<file path="src/rtl/eth_tx_pkg.sv">
package eth_tx_pkg;

  typedef enum logic [2:0] {
    ST_IDLE,
    ST_PRE,
    ST_DATA,
    ST_PAD,
    ST_FCS
  } tx_state_e;

  localparam logic [7:0]  PRE_SYM      = 8'h55;
  localparam logic [7:0]  SFD_SYM      = 8'hD5;
  localparam logic [31:0] CRC_POLY_REV = 32'hEDB88320;

  // One byte of reflected CRC-32, LSB of the data byte first.
  function automatic logic [31:0] crc32_step(input logic [31:0] c, input logic [7:0] d);
    logic [31:0] r;
    r = c ^ {24'h0, d};
    for (int i = 0; i < 8; i++) begin
      r = r[0] ? ((r >> 1) ^ CRC_POLY_REV) : (r >> 1);
    end
    return r;
  endfunction

endpackage

</file>
<file path="src/rtl/eth_tx_crc.sv">
module eth_tx_crc
  import eth_tx_pkg::*;
(
  input  logic        clk,
  input  logic        rst_n,
  input  logic        clear,
  input  logic        en,
  input  logic [7:0]  din,
  output logic [31:0] crc
);

  always_ff @(posedge clk or negedge rst_n) begin
    if (!rst_n) begin
      crc <= '1;
    end else if (clear) begin
      crc <= '1;
    end else if (en) begin
      crc <= crc32_step(crc, din);
    end
  end

endmodule

</file>
<file path="src/rtl/eth_tx_seq.sv">
module eth_tx_seq
  import eth_tx_pkg::*;
#(
  parameter int DATA_W  = 32,
  parameter int PRE_LEN = 7,
  parameter int MIN_LEN = 60,
  parameter int FCS_LEN = 4,
  parameter int LEN_W   = 16
) (
  input  logic                            clk,
  input  logic                            rst_n,
  input  logic                            fifo_empty,
  input  logic [DATA_W-1:0]               fifo_data,
  input  logic                            fifo_sof,
  input  logic                            fifo_eof,
  input  logic [$clog2(DATA_W/8)-1:0]     fifo_bytes,
  input  logic                            fifo_nocrc,
  output logic                            fifo_rd,
  input  logic                            adv,
  input  logic [31:0]                     crc,
  output logic                            active,
  output logic [7:0]                      sym_byte,
  output logic                            last_sym,
  output logic                            crc_clear,
  output logic                            crc_en
);

  localparam int BPW   = DATA_W / 8;
  localparam int BI_W  = $clog2(BPW);
  localparam int CNT_W = $clog2(PRE_LEN + 1);
  localparam int FI_W  = $clog2(FCS_LEN);
  localparam logic [CNT_W-1:0] PRE_LAST = CNT_W'(PRE_LEN);
  localparam logic [CNT_W-1:0] FCS_LAST = CNT_W'(FCS_LEN - 1);
  localparam logic [BI_W-1:0]  BI_LAST  = BI_W'(BPW - 1);

  tx_state_e          state;
  logic [CNT_W-1:0]   cnt;
  logic [BI_W-1:0]    bi;
  logic [LEN_W-1:0]   len;
  logic [DATA_W-1:0]  wbuf;
  logic               weof;
  logic [BI_W-1:0]    wcnt;
  logic               nocrc_q;

  // Named internal events
  logic [BI_W-1:0]    last_idx;
  logic               last_data;
  logic               pad_needed;
  logic               word_fetch;
  logic [LEN_W-1:0]   len_inc;

  assign last_idx   = (wcnt == '0) ? BI_LAST : wcnt - 1'b1;
  assign last_data  = weof && (bi == last_idx);
  assign pad_needed = len < LEN_W'(MIN_LEN - 1);
  assign len_inc    = (len == '1) ? len : len + 1'b1;
  assign word_fetch = (state == ST_DATA) && adv && !last_data && (bi == BI_LAST);

  assign active    = (state != ST_IDLE);
  assign fifo_rd   = !fifo_empty && ((state == ST_IDLE) || word_fetch);
  assign crc_clear = (state == ST_IDLE);
  assign crc_en    = adv && ((state == ST_DATA) || (state == ST_PAD));
  assign last_sym  = ((state == ST_DATA) && last_data && nocrc_q) ||
                     ((state == ST_FCS) && (cnt == FCS_LAST));

  always_comb begin
    case (state)
      ST_PRE:  sym_byte = (cnt == PRE_LAST) ? SFD_SYM : PRE_SYM;
      ST_DATA: sym_byte = wbuf[8*bi +: 8];
      ST_FCS:  sym_byte = ~crc[8*cnt[FI_W-1:0] +: 8];
      default: sym_byte = 8'h00;
    endcase
  end

  always_ff @(posedge clk or negedge rst_n) begin
    if (!rst_n) begin
      state   <= ST_IDLE;
      cnt     <= '0;
      bi      <= '0;
      len     <= '0;
      wbuf    <= '0;
      weof    <= 1'b0;
      wcnt    <= '0;
      nocrc_q <= 1'b0;
    end else begin
      case (state)
        ST_IDLE: begin
          if (!fifo_empty && fifo_sof) begin
            state   <= ST_PRE;
            cnt     <= '0;
            bi      <= '0;
            len     <= '0;
            wbuf    <= fifo_data;
            weof    <= fifo_eof;
            wcnt    <= fifo_bytes;
            nocrc_q <= fifo_nocrc;
          end
        end
        ST_PRE: begin
          if (adv) begin
            if (cnt == PRE_LAST) begin
              state <= ST_DATA;
              cnt   <= '0;
            end else begin
              cnt <= cnt + 1'b1;
            end
          end
        end
        ST_DATA: begin
          if (adv) begin
            len <= len_inc;
            if (last_data) begin
              bi <= '0;
              if (nocrc_q) begin
                state <= ST_IDLE;
              end else if (pad_needed) begin
                state <= ST_PAD;
              end else begin
                state <= ST_FCS;
                cnt   <= '0;
              end
            end else if (bi == BI_LAST) begin
              bi <= '0;
              if (fifo_rd) begin
                wbuf <= fifo_data;
                weof <= fifo_eof;
                wcnt <= fifo_bytes;
              end
            end else begin
              bi <= bi + 1'b1;
            end
          end
        end
        ST_PAD: begin
          if (adv) begin
            len <= len_inc;
            if (!pad_needed) begin
              state <= ST_FCS;
              cnt   <= '0;
            end
          end
        end
        ST_FCS: begin
          if (adv) begin
            if (cnt == FCS_LAST) begin
              state <= ST_IDLE;
            end else begin
              cnt <= cnt + 1'b1;
            end
          end
        end
        default: state <= ST_IDLE;
      endcase
    end
  end

  // never pop an empty FIFO
  a_r3_no_pop_empty: assert property (@(posedge clk) disable iff (!rst_n)
    fifo_rd |-> !fifo_empty);

  // payload only after the full preamble and delimiter
  a_r2_sfd_before_data: assert property (@(posedge clk) disable iff (!rst_n)
    (state == ST_DATA && $past(state) == ST_PRE) |-> $past(cnt) == PRE_LAST);

  // padding only while below the minimum length
  a_r5_pad_short: assert property (@(posedge clk) disable iff (!rst_n)
    (state == ST_PAD) |-> (len < LEN_W'(MIN_LEN)));

  // suppressed frames never pad nor send check bytes
  a_r7_nocrc_path: assert property (@(posedge clk) disable iff (!rst_n)
    nocrc_q |-> (state != ST_PAD && state != ST_FCS));

  // check sequence is exactly four bytes long
  a_r6_fcs_bound: assert property (@(posedge clk) disable iff (!rst_n)
    (state == ST_FCS) |-> (cnt <= FCS_LAST));

endmodule

</file>
<file path="src/rtl/eth_tx_serdes.sv">
module eth_tx_serdes (
  input  logic       clk,
  input  logic       rst_n,
  input  logic       gig_mode,
  input  logic       active,
  input  logic       last_sym,
  input  logic [7:0] sym_byte,
  output logic       adv,
  output logic [7:0] txd,
  output logic       tx_en,
  output logic       tx_done
);

  logic phase_q;
  logic nib_mode_q;

  // A byte is consumed every clock in gigabit mode, every second in 10/100.
  assign adv = active && (gig_mode || phase_q);

  always_ff @(posedge clk or negedge rst_n) begin
    if (!rst_n) begin
      phase_q    <= 1'b0;
      txd        <= '0;
      tx_en      <= 1'b0;
      tx_done    <= 1'b0;
      nib_mode_q <= 1'b0;
    end else begin
      phase_q    <= (active && !gig_mode) ? ~phase_q : 1'b0;
      tx_en      <= active;
      tx_done    <= adv && last_sym;
      nib_mode_q <= !gig_mode;
      if (!active) begin
        txd <= '0;
      end else if (gig_mode) begin
        txd <= sym_byte;
      end else begin
        txd <= {4'h0, phase_q ? sym_byte[7:4] : sym_byte[3:0]};
      end
    end
  end

  // quiet bus outside a frame
  a_r1_idle_quiet: assert property (@(posedge clk) disable iff (!rst_n)
    !tx_en |-> (txd == 8'h00));

  // upper lines stay low in nibble mode
  a_r9_upper_zero: assert property (@(posedge clk) disable iff (!rst_n)
    (tx_en && nib_mode_q) |-> (txd[7:4] == 4'h0));

  // done marks a symbol inside the frame
  a_r10_done_inside: assert property (@(posedge clk) disable iff (!rst_n)
    tx_done |-> tx_en);

  // the frame closes right after done
  a_r10_done_closes: assert property (@(posedge clk) disable iff (!rst_n)
    tx_done |=> !tx_en);

endmodule

</file>
<file path="src/rtl/eth_tx_framer.sv">
module eth_tx_framer
  import eth_tx_pkg::*;
#(
  parameter int DATA_W  = 32,
  parameter int PRE_LEN = 7,
  parameter int MIN_LEN = 60,
  parameter int FCS_LEN = 4,
  parameter int LEN_W   = 16
) (
  input  logic                        clk,
  input  logic                        rst_n,
  input  logic                        gig_mode,
  input  logic                        fifo_empty,
  input  logic [DATA_W-1:0]           fifo_data,
  input  logic                        fifo_sof,
  input  logic                        fifo_eof,
  input  logic [$clog2(DATA_W/8)-1:0] fifo_bytes,
  input  logic                        fifo_nocrc,
  output logic                        fifo_rd,
  output logic [7:0]                  txd,
  output logic                        tx_en,
  output logic                        tx_done
);

  logic        adv;
  logic        active;
  logic        last_sym;
  logic        crc_clear;
  logic        crc_en;
  logic [7:0]  sym_byte;
  logic [31:0] crc;

  eth_tx_seq #(
    .DATA_W (DATA_W),
    .PRE_LEN(PRE_LEN),
    .MIN_LEN(MIN_LEN),
    .FCS_LEN(FCS_LEN),
    .LEN_W  (LEN_W)
  ) seq_i (
    .clk       (clk),
    .rst_n     (rst_n),
    .fifo_empty(fifo_empty),
    .fifo_data (fifo_data),
    .fifo_sof  (fifo_sof),
    .fifo_eof  (fifo_eof),
    .fifo_bytes(fifo_bytes),
    .fifo_nocrc(fifo_nocrc),
    .fifo_rd   (fifo_rd),
    .adv       (adv),
    .crc       (crc),
    .active    (active),
    .sym_byte  (sym_byte),
    .last_sym  (last_sym),
    .crc_clear (crc_clear),
    .crc_en    (crc_en)
  );

  eth_tx_crc crc_i (
    .clk  (clk),
    .rst_n(rst_n),
    .clear(crc_clear),
    .en   (crc_en),
    .din  (sym_byte),
    .crc  (crc)
  );

  eth_tx_serdes serdes_i (
    .clk     (clk),
    .rst_n   (rst_n),
    .gig_mode(gig_mode),
    .active  (active),
    .last_sym(last_sym),
    .sym_byte(sym_byte),
    .adv     (adv),
    .txd     (txd),
    .tx_en   (tx_en),
    .tx_done (tx_done)
  );

endmodule

</file>
<file path="config.mk">
export PLATFORM = sky130hd
export DESIGN_NAME = eth_tx_framer
export DESIGN_NICKNAME = d
export VERILOG_FILES = /design/src/rtl/eth_tx_pkg.sv /design/src/rtl/eth_tx_crc.sv /design/src/rtl/eth_tx_seq.sv /design/src/rtl/eth_tx_serdes.sv /design/src/rtl/eth_tx_framer.sv
export SDC_FILE = /design/constraint.sdc
export NUM_CORES = 1
export LEC_CHECK = 0
export CORE_MARGIN = 4
export CORE_UTILIZATION = 30
export CTS_CLUSTER_DIAMETER = 50
export CTS_CLUSTER_SIZE = 24
export DETAILED_ROUTE_END_ITERATION = 10
export DONT_BUFFER_PORTS = 1
export GPL_ROUTABILITY_DRIVEN = 0
export GPL_TIMING_DRIVEN = 0
export HOLD_SLACK_MARGIN = 0.06
export PLACE_DENSITY = 0.4
export SYNTH_ARGS = -nofsm -noshare
export SYNTH_HDL_FRONTEND = slang
export SYNTH_HIERARCHICAL = 1
export SYNTH_SLANG_ARGS = --single-unit
</file>
<file path="constraint.sdc">
create_clock -name clk -period 7.3 [get_ports clk]
set_input_delay 0 -clock clk [delete_from_list [all_inputs] [get_ports clk]]
set_output_delay 0 -clock clk [all_outputs]
set_load 0.01 [all_outputs]
</file>
======== Word level (Yosys, flattened, before mapping) ========
Cells that the tools add are included.
storage, ports and cells
  flip-flop bits (word level) ............. 103
  bits of input ports ..................... 41
  output and inout port bits .............. 11
  logic and storage cells ................. 157
cells by class
  add/subtract/negate cells ............... 4
  magnitude comparators ................... 1
  equality and inequality tests ........... 25
  shifts and indexed selects .............. 2
  mux-type cells .......................... 67
  bitwise operators ....................... 11
  reductions and logical operators ........ 34
operators by type and width
  kind                   number
  $mux 32                15
  $not 13->14            8
  $pmux 32 s2            1
  $shiftx 32x6->8        2
  $mux 3                 21
  $mux 16                3
  $pmux 16 s2            1
  $xor 32x8->32          1
  $pmux 3 s5             2
  $mux 8                 3
  $pmux 8 s3             1
  $mux 2                 10
  $ne 2x1->1 const B     9
  $reduce_and 9->1       2
  $add 16x1->16 const B  1
  $eq 16x16->1 const B   1
  $lt 16x6->1 const B    1
  $ne 2x2->1 const B     7
  $logic_and 1x1->1      13
  $eq 3x2->1 const B     3
  $not 8->8              1
  $pmux 2 s2             2
  $eq 3x3->1 const B     2
  $mux 1                 6
  21 further kinds       28

======== Longest topological paths before layout ========
  depth after elaboration ................. 22
  depth in mapped cells ................... 11
  depth with buffers taken out ............ 9

======== Hierarchy ========
The synthesis kept the hierarchy.
modules (own cells, without submodules)
  module         instances  cells an instance  area an instance (sq um)  sequential area each (sq um)
  eth_tx_seq     1          306                3,479.6                   1,501.4
  eth_tx_crc     1          193                2,055.7                   840.8
  eth_tx_serdes  1          33                 420.4                     275.3

======== Worst setup path after synthesis ========
OpenSTA, ideal clock, no wires.
  path kind ............................... reg2reg
  start ................................... register seq_i.cnt[0]
  end ..................................... register crc_i.crc[21]
  setup time .............................. 0.073 ns
  data arrival time ....................... 2.806 ns
  required time ........................... 7.227 ns
  slack ................................... 4.421 ns
  stages on the path, launching flop included .. 11
  path buffers ............................ 1
  period minus slack after synthesis ...... 2.879 ns
  cells stage by stage .................... dfrtp_1 -> buf_2 -> mux4_2 -> nor2_1 -> a21oi_1 -> o21ai_0 -> xnor2_2 -> xnor2_1 -> xor3_2 -> xor2_1 -> a21oi_1
between the ends
  elaborated cells on any way between the ends .. 21
  those cells by class .................... eq/ne: 1; shift: 1; mux: 12; bitwise: 7
RTL lines
  what                      RTL line             RTL
  from (decl)               eth_tx_seq.sv:37     logic [CNT_W-1:0] cnt;
  from (signal assigned)    eth_tx_seq.sv:104    cnt <= cnt + 1'b1;
  from (signal assigned)    eth_tx_seq.sv:147    cnt <= cnt + 1'b1;
  $shiftx 32x6->8 (*)       eth_tx_seq.sv:69     ST_FCS: sym_byte = ~crc[8*cnt[FI_W-1:0] +: 8];
  $not 8->8 (*)             eth_tx_seq.sv:69
  $pmux 8 s3 (*)            eth_tx_seq.sv:66     case (state)
  net sym_byte[2]           eth_tx_framer.sv:30  logic [7:0] sym_byte;
  $xor 32x8->32 (*)         eth_tx_pkg.sv:18     r = c ^ {24'h0, d};
  $mux 32 (*) (4 in a row)  eth_tx_pkg.sv:20     r = r[0] ? ((r >> 1) ^ CRC_POLY_REV) : (r >> 1);
  $not 13->14 (no line)     -
  $mux 32 (*)               eth_tx_pkg.sv:20
  $not 13->14 (no line)     -
  $mux 32 (*) (2 in a row)  eth_tx_pkg.sv:20
  $not 13->14 (no line)     -
  $mux 32 (*)               eth_tx_pkg.sv:20
  $mux 32 (*)               eth_tx_crc.sv:17     end else if (en) begin
  $mux 32 (*)               eth_tx_crc.sv:15     end else if (clear) begin
  to (signal assigned)      eth_tx_crc.sv:18     crc <= crc32_step(crc, din);
  to (decl)                 eth_tx_crc.sv:9      output logic [31:0] crc
Mark *: on every way through the listed nets, which the timed path passes. The rest lies on a longest branch. The select of a mux whose other input is x is not followed.
A chain may end at the register's enable or synchronous reset.

======== Final worst setup path ========
  start ................................... register seq_i.state[1]
  end ..................................... register crc_i.crc[21]
between the ends
  elaborated cells on any way between the ends .. 27
  those cells by class .................... eq/ne: 4; mux: 11; bitwise: 6; reduce/logical: 6
RTL lines
  what                                RTL line             RTL
  from (decl)                         eth_tx_seq.sv:36     tx_state_e state;
  from (signal assigned)              eth_tx_seq.sv:76     state <= ST_IDLE;
  from (signal assigned)              eth_tx_seq.sv:88     state <= ST_PRE;
  from (signal assigned)              eth_tx_seq.sv:101    state <= ST_DATA;
  $eq 3x3->1 (tied with other cells)  eth_tx_seq.sv:66
  $pmux 8 s3 (*)                      eth_tx_seq.sv:66
  net sym_byte[2]                     eth_tx_framer.sv:30
  $xor 32x8->32 (*)                   eth_tx_pkg.sv:18
  $mux 32 (*) (4 in a row)            eth_tx_pkg.sv:20
  $not 13->14 (no line)               -
  $mux 32 (*)                         eth_tx_pkg.sv:20
  $not 13->14 (no line)               -
  $mux 32 (*) (2 in a row)            eth_tx_pkg.sv:20
  $not 13->14 (no line)               -
  $mux 32 (*)                         eth_tx_pkg.sv:20
  $mux 32 (*)                         eth_tx_crc.sv:17
  $mux 32 (*)                         eth_tx_crc.sv:15
Marked as above.

==> reports/qor.csv <==
stage,metric,value,unit
outcome,status,completed,
critical_path,worst-path fanout max,10,
drt,Final ANT Viol Nets,0,
drt,Vias/cell,4.95,
yosys,largest family of logic cells by synthesized area,multiplexers,
critical_path,Top Family by Delay on Critical Path,XOR/XNOR gates,
place,Placed Cells incl. Taps,797,
yosys,"Top FF cell, synth",dfrtp_1,
yosys,synth top area cells,"dfrtp_1 (30%), dfstp_2 (14%), mux2_2 (7.4%), mux4_2 (6.1%), xnor2_1 (5.1%)",
timing,TNS Setup,0,ns
yosys,Cells after Synth,532,
drt,M1 wire length,7500,um
grt,antenna violations before repair,0,
timing,Max Clock Skew,0.0107,ns
yosys,Synth Area in XOR/XNOR,0.138,
critical_path,Crit path largest cell delay,0.58,ns
final_layout,Post-Route Utilization,0.357,
power_and_ir_drop,leak pwr,0.00265,uW
power_and_ir_drop,Pwr Total,3770,uW
yosys,most numerous cell in the Yosys netlist,dfrtp_1,
timing,Fmax achieved,259,MHz
final_layout,layout cells sized above 1,0.259,
power_and_ir_drop,switching part of the total power,0.436,
final_layout,synthesis-to-layout area growth,17.1,%
yosys,asr flop ratio synth,1.00,
final_layout,Final nets,629,
die,IO Count,52,
yosys,mux cell area share after synthesis,0.148,
grt,first-pass GRT wire length,25800,um
timing,"Period Utilization, post-route",0.529,
yosys,"Avg Cell Area, Syn",11.2,um2
grt,largest net degree at the start of global routing,104,
timing,RSZ-0062 raised after global routing,no,
yosys,leading area contributor after synthesis,dfrtp_1,
drt,DRT iter0 DRCs,271,
yosys,Synth top cells by count,"dfrtp_1 (71), a21oi_1 (44), nor2_1 (42)",
timing,Fin. Hold Viols,0,
job,Max-Cap Viols,0,
place,Buffers on Ports,0,
critical_path,CP Class,register to register,
drt,drc violations,0,
critical_path,Critical Path AT,4.14,ns
clock_network,setup bufs post-CTS,0,
critical_path,crit path cell chain,buf_2 > nor2b_1 > buf_2 > clkbuf_1 > a21oi_1 > o21ai_0 > xnor2_2 > xnor2_1 > xor3_2 > xor2_1 > a21oi_1,
final_layout,ant diodes,0,
clock_network,H-Tree Depth,3,
die,DIE AREA,22200,um2
yosys,Compound-Gate Fraction of Synth Area,0.103,
clock_network,"Reg clk slew, reported paths",0.07,ns
clock_network,"Clk Latency, worst-skew pair",0.35,ns
die,die width,149,um
clock_network,CTS Sinks,103,
timing,Slew Limit Fails,0,
power_and_ir_drop,Int Power,2130,uW
timing,Final setup viols,0,
worst_hold_path,Hold/Removal Path Class,input port to output port,
clock_network,# resized after CTS,0,
critical_path,Critical-path top delay cell,xnor2_1,
critical_path,crit end category,register,
power_and_ir_drop,clock power share,0.122,
place,DP HPWL,11100,um
power_and_ir_drop,pwr dens,541,nW/um2
final_layout,Final Cell Area,6980,um2
timing,Tmin final,3.86,ns
drt,TritonRoute pass-1 iters,5,
grt,global route total overflow,0,
die,Core ar.,19500,um2
drt,routed wl met2,7310,um
die,Starting Density,0.305,
final_layout,fin cells,853,
critical_path,Crit path required time,7.57,ns
yosys,Ys Warns,6,
clock_network,CTS tree,done,
drt,DR vias,4222,
place,DP Area,6290,um2
drt,per-cell routed wire length,18.5,um
drt,metal3 WL,805,um
power_and_ir_drop,Seq pwr share,0.257,
critical_path,Setup crit start kind,register,
power_and_ir_drop,Peak supply drop,0.167,mV
timing,slew margin rel.,0.299,
die,num rows,51,
drt,top routing layer in use,met4,
power_and_ir_drop,combinational share of power,0.621,
yosys,Synth top area share,0.298,
yosys,Netlist cell types,61,
yosys,Post-synth EDFFs,0,
yosys,Synth Area in Simple Gates,0.132,
die,die height,149,um
drt,Final Routed Wirelength,15800,um
power_and_ir_drop,NetSw,1640,uW
grt,via count of the first global-routing pass,4538,
yosys,sequential area share after synthesis,0.439,
grt,Total Routing Usage GR,0.150,
clock_network,CTS root buf,clkbuf_16,
yosys,register bit total from synthesis,103,
critical_path,CP bufs+invs,3,
yosys,cell area after synthesis,5960,um2
clock_network,clock tree buffer depth,2,
clock_network,Num CTS Buffers,9,
yosys,syn_nets,578,
yosys,post-synthesis adder-cell area fraction,0.0105,
timing,worst slew pin tran,1.04,ns
## worst reg2reg max path: stages, from the launching register on
cell	delay [ns]
dfrtp_1	0.38
buf_2	0.22
nor2b_1	0.15
buf_2	0.22
clkbuf_1	0.49
a21oi_1	0.13
o21ai_0	0.55
xnor2_2	0.34
xnor2_1	0.58
xor3_2	0.40
xor2_1	0.17
a21oi_1	0.16
## final cells by class
type | instances | area, um2
Buffer | 27 | 140
Clock buffer | 13 | 250
Clock inverter | 3 | 20.0
Fill cell | 2020 | 12600
Inverter | 9 | 33.8
Multi-Input combinational cell | 393 | 3160
Sequential cell | 103 | 2620
Tap cell | 265 | 332
Timing Repair Buffer | 40 | 418
## per-stage QoR
| step | setup slack (ns) | hold slack, ns |
|---|---|---|
| finish | 3.44 | 0.0645 |
| global route | 3.21 | 0.0670 |
| CTS | 3.50 | 0.0662 |
| detailed placement | 3.54 | -0.289 |
| global placement | 3.57 | -0.290 |
| floorplan | 4.42 | -0.296 |
## cells in the final DEF, fill, tap and decap left out, types with 3 or more instances in the layout
cell type / count
a21oi_1: 44
and2_1: 9
and3_1: 3
and3_2: 3
and4_1: 3
buf_2: 7
buf_4: 5
clkbuf_1: 15
clkbuf_16: 9
dfrtp_1: 71
dfstp_2: 32
dlygate4sd3_1: 39
ha_1: 5
inv_1: 9
mux2_2: 39
mux2i_1: 8
mux4_2: 16
nand2_1: 25
nand2b_1: 8
nand3_1: 8
nor2_1: 42
nor2b_1: 8
nor3_1: 12
o2111ai_1: 6
o21ai_0: 21
o31ai_1: 5
or2_2: 14
or3_1: 3
xnor2_1: 35
xnor2_2: 9
xnor2_4: 3
xor2_1: 27
## routing by layer
metal / up-vias / global-route usage
li1: 1979 / -
met1: 2136 / 0.209
met2: 97 / 0.238
met3: 10 / 0.0304
met4: 0 / 0.0449
met5: - / 0
## cell families (layout without fill, tap and decap cells)
kind of cell,count (synthesis),count (layout)
xor gates and xnor gates,76,76
adders and majority gates,5,5
buffers and inverters,36,92
DFF,103,103
and+or+nand+nor,151,151
muxes,63,63
AOI/OAI and AO/OA,98,98
## final timing paths
path,startpoint,end,slack (ns),cells past startpoint
min in group asynchronous,rst_n,seq_i/len[7],0.23,2
hold / removal,fifo_empty,fifo_rd,0.06,1
setup reg to reg,seq_i/state[1],crc_i/crc[21],3.44,11
hold reg to reg,serdes_i/phase_q,serdes_i/phase_q,0.46,1
setup / recovery,seq_i/state[1],crc_i/crc[21],3.44,11
max in group asynchronous,rst_n,crc_i/crc[30],6.61,2
## state kept, by name, indices dropped and copies added, names as in the netlist
name	cells
serdes_i/tx_en	1
seq_i/wcnt	2
seq_i/state	3
serdes_i/tx_done	1
seq_i/weof	1
seq_i/wbuf	32
seq_i/len	16
seq_i/cnt	3
serdes_i/txd	8
seq_i/nocrc_q	1
seq_i/bi	2
serdes_i/phase_q	1
crc_i/crc	32
## power groups by stage
stage          clock (uW)  sequential, uW  combinational, uW
2_1_floorplan           0             926               1830
3_3_place_gp            0             977               2310
3_5_place_dp            0             985               2310
4_1_cts               479             974               2360
5_1_grt               501            1000               2560
6_report              461             970               2340
## what timing repair did
| action | CTS | global route |
|---|---|---|
| hold buffers | 40 | 0 |
| setup endpoints to repair | 0 | 0 |
| endpoints found under the hold margin | 149 | 0 |
Power figures use the tool's default switching activity.
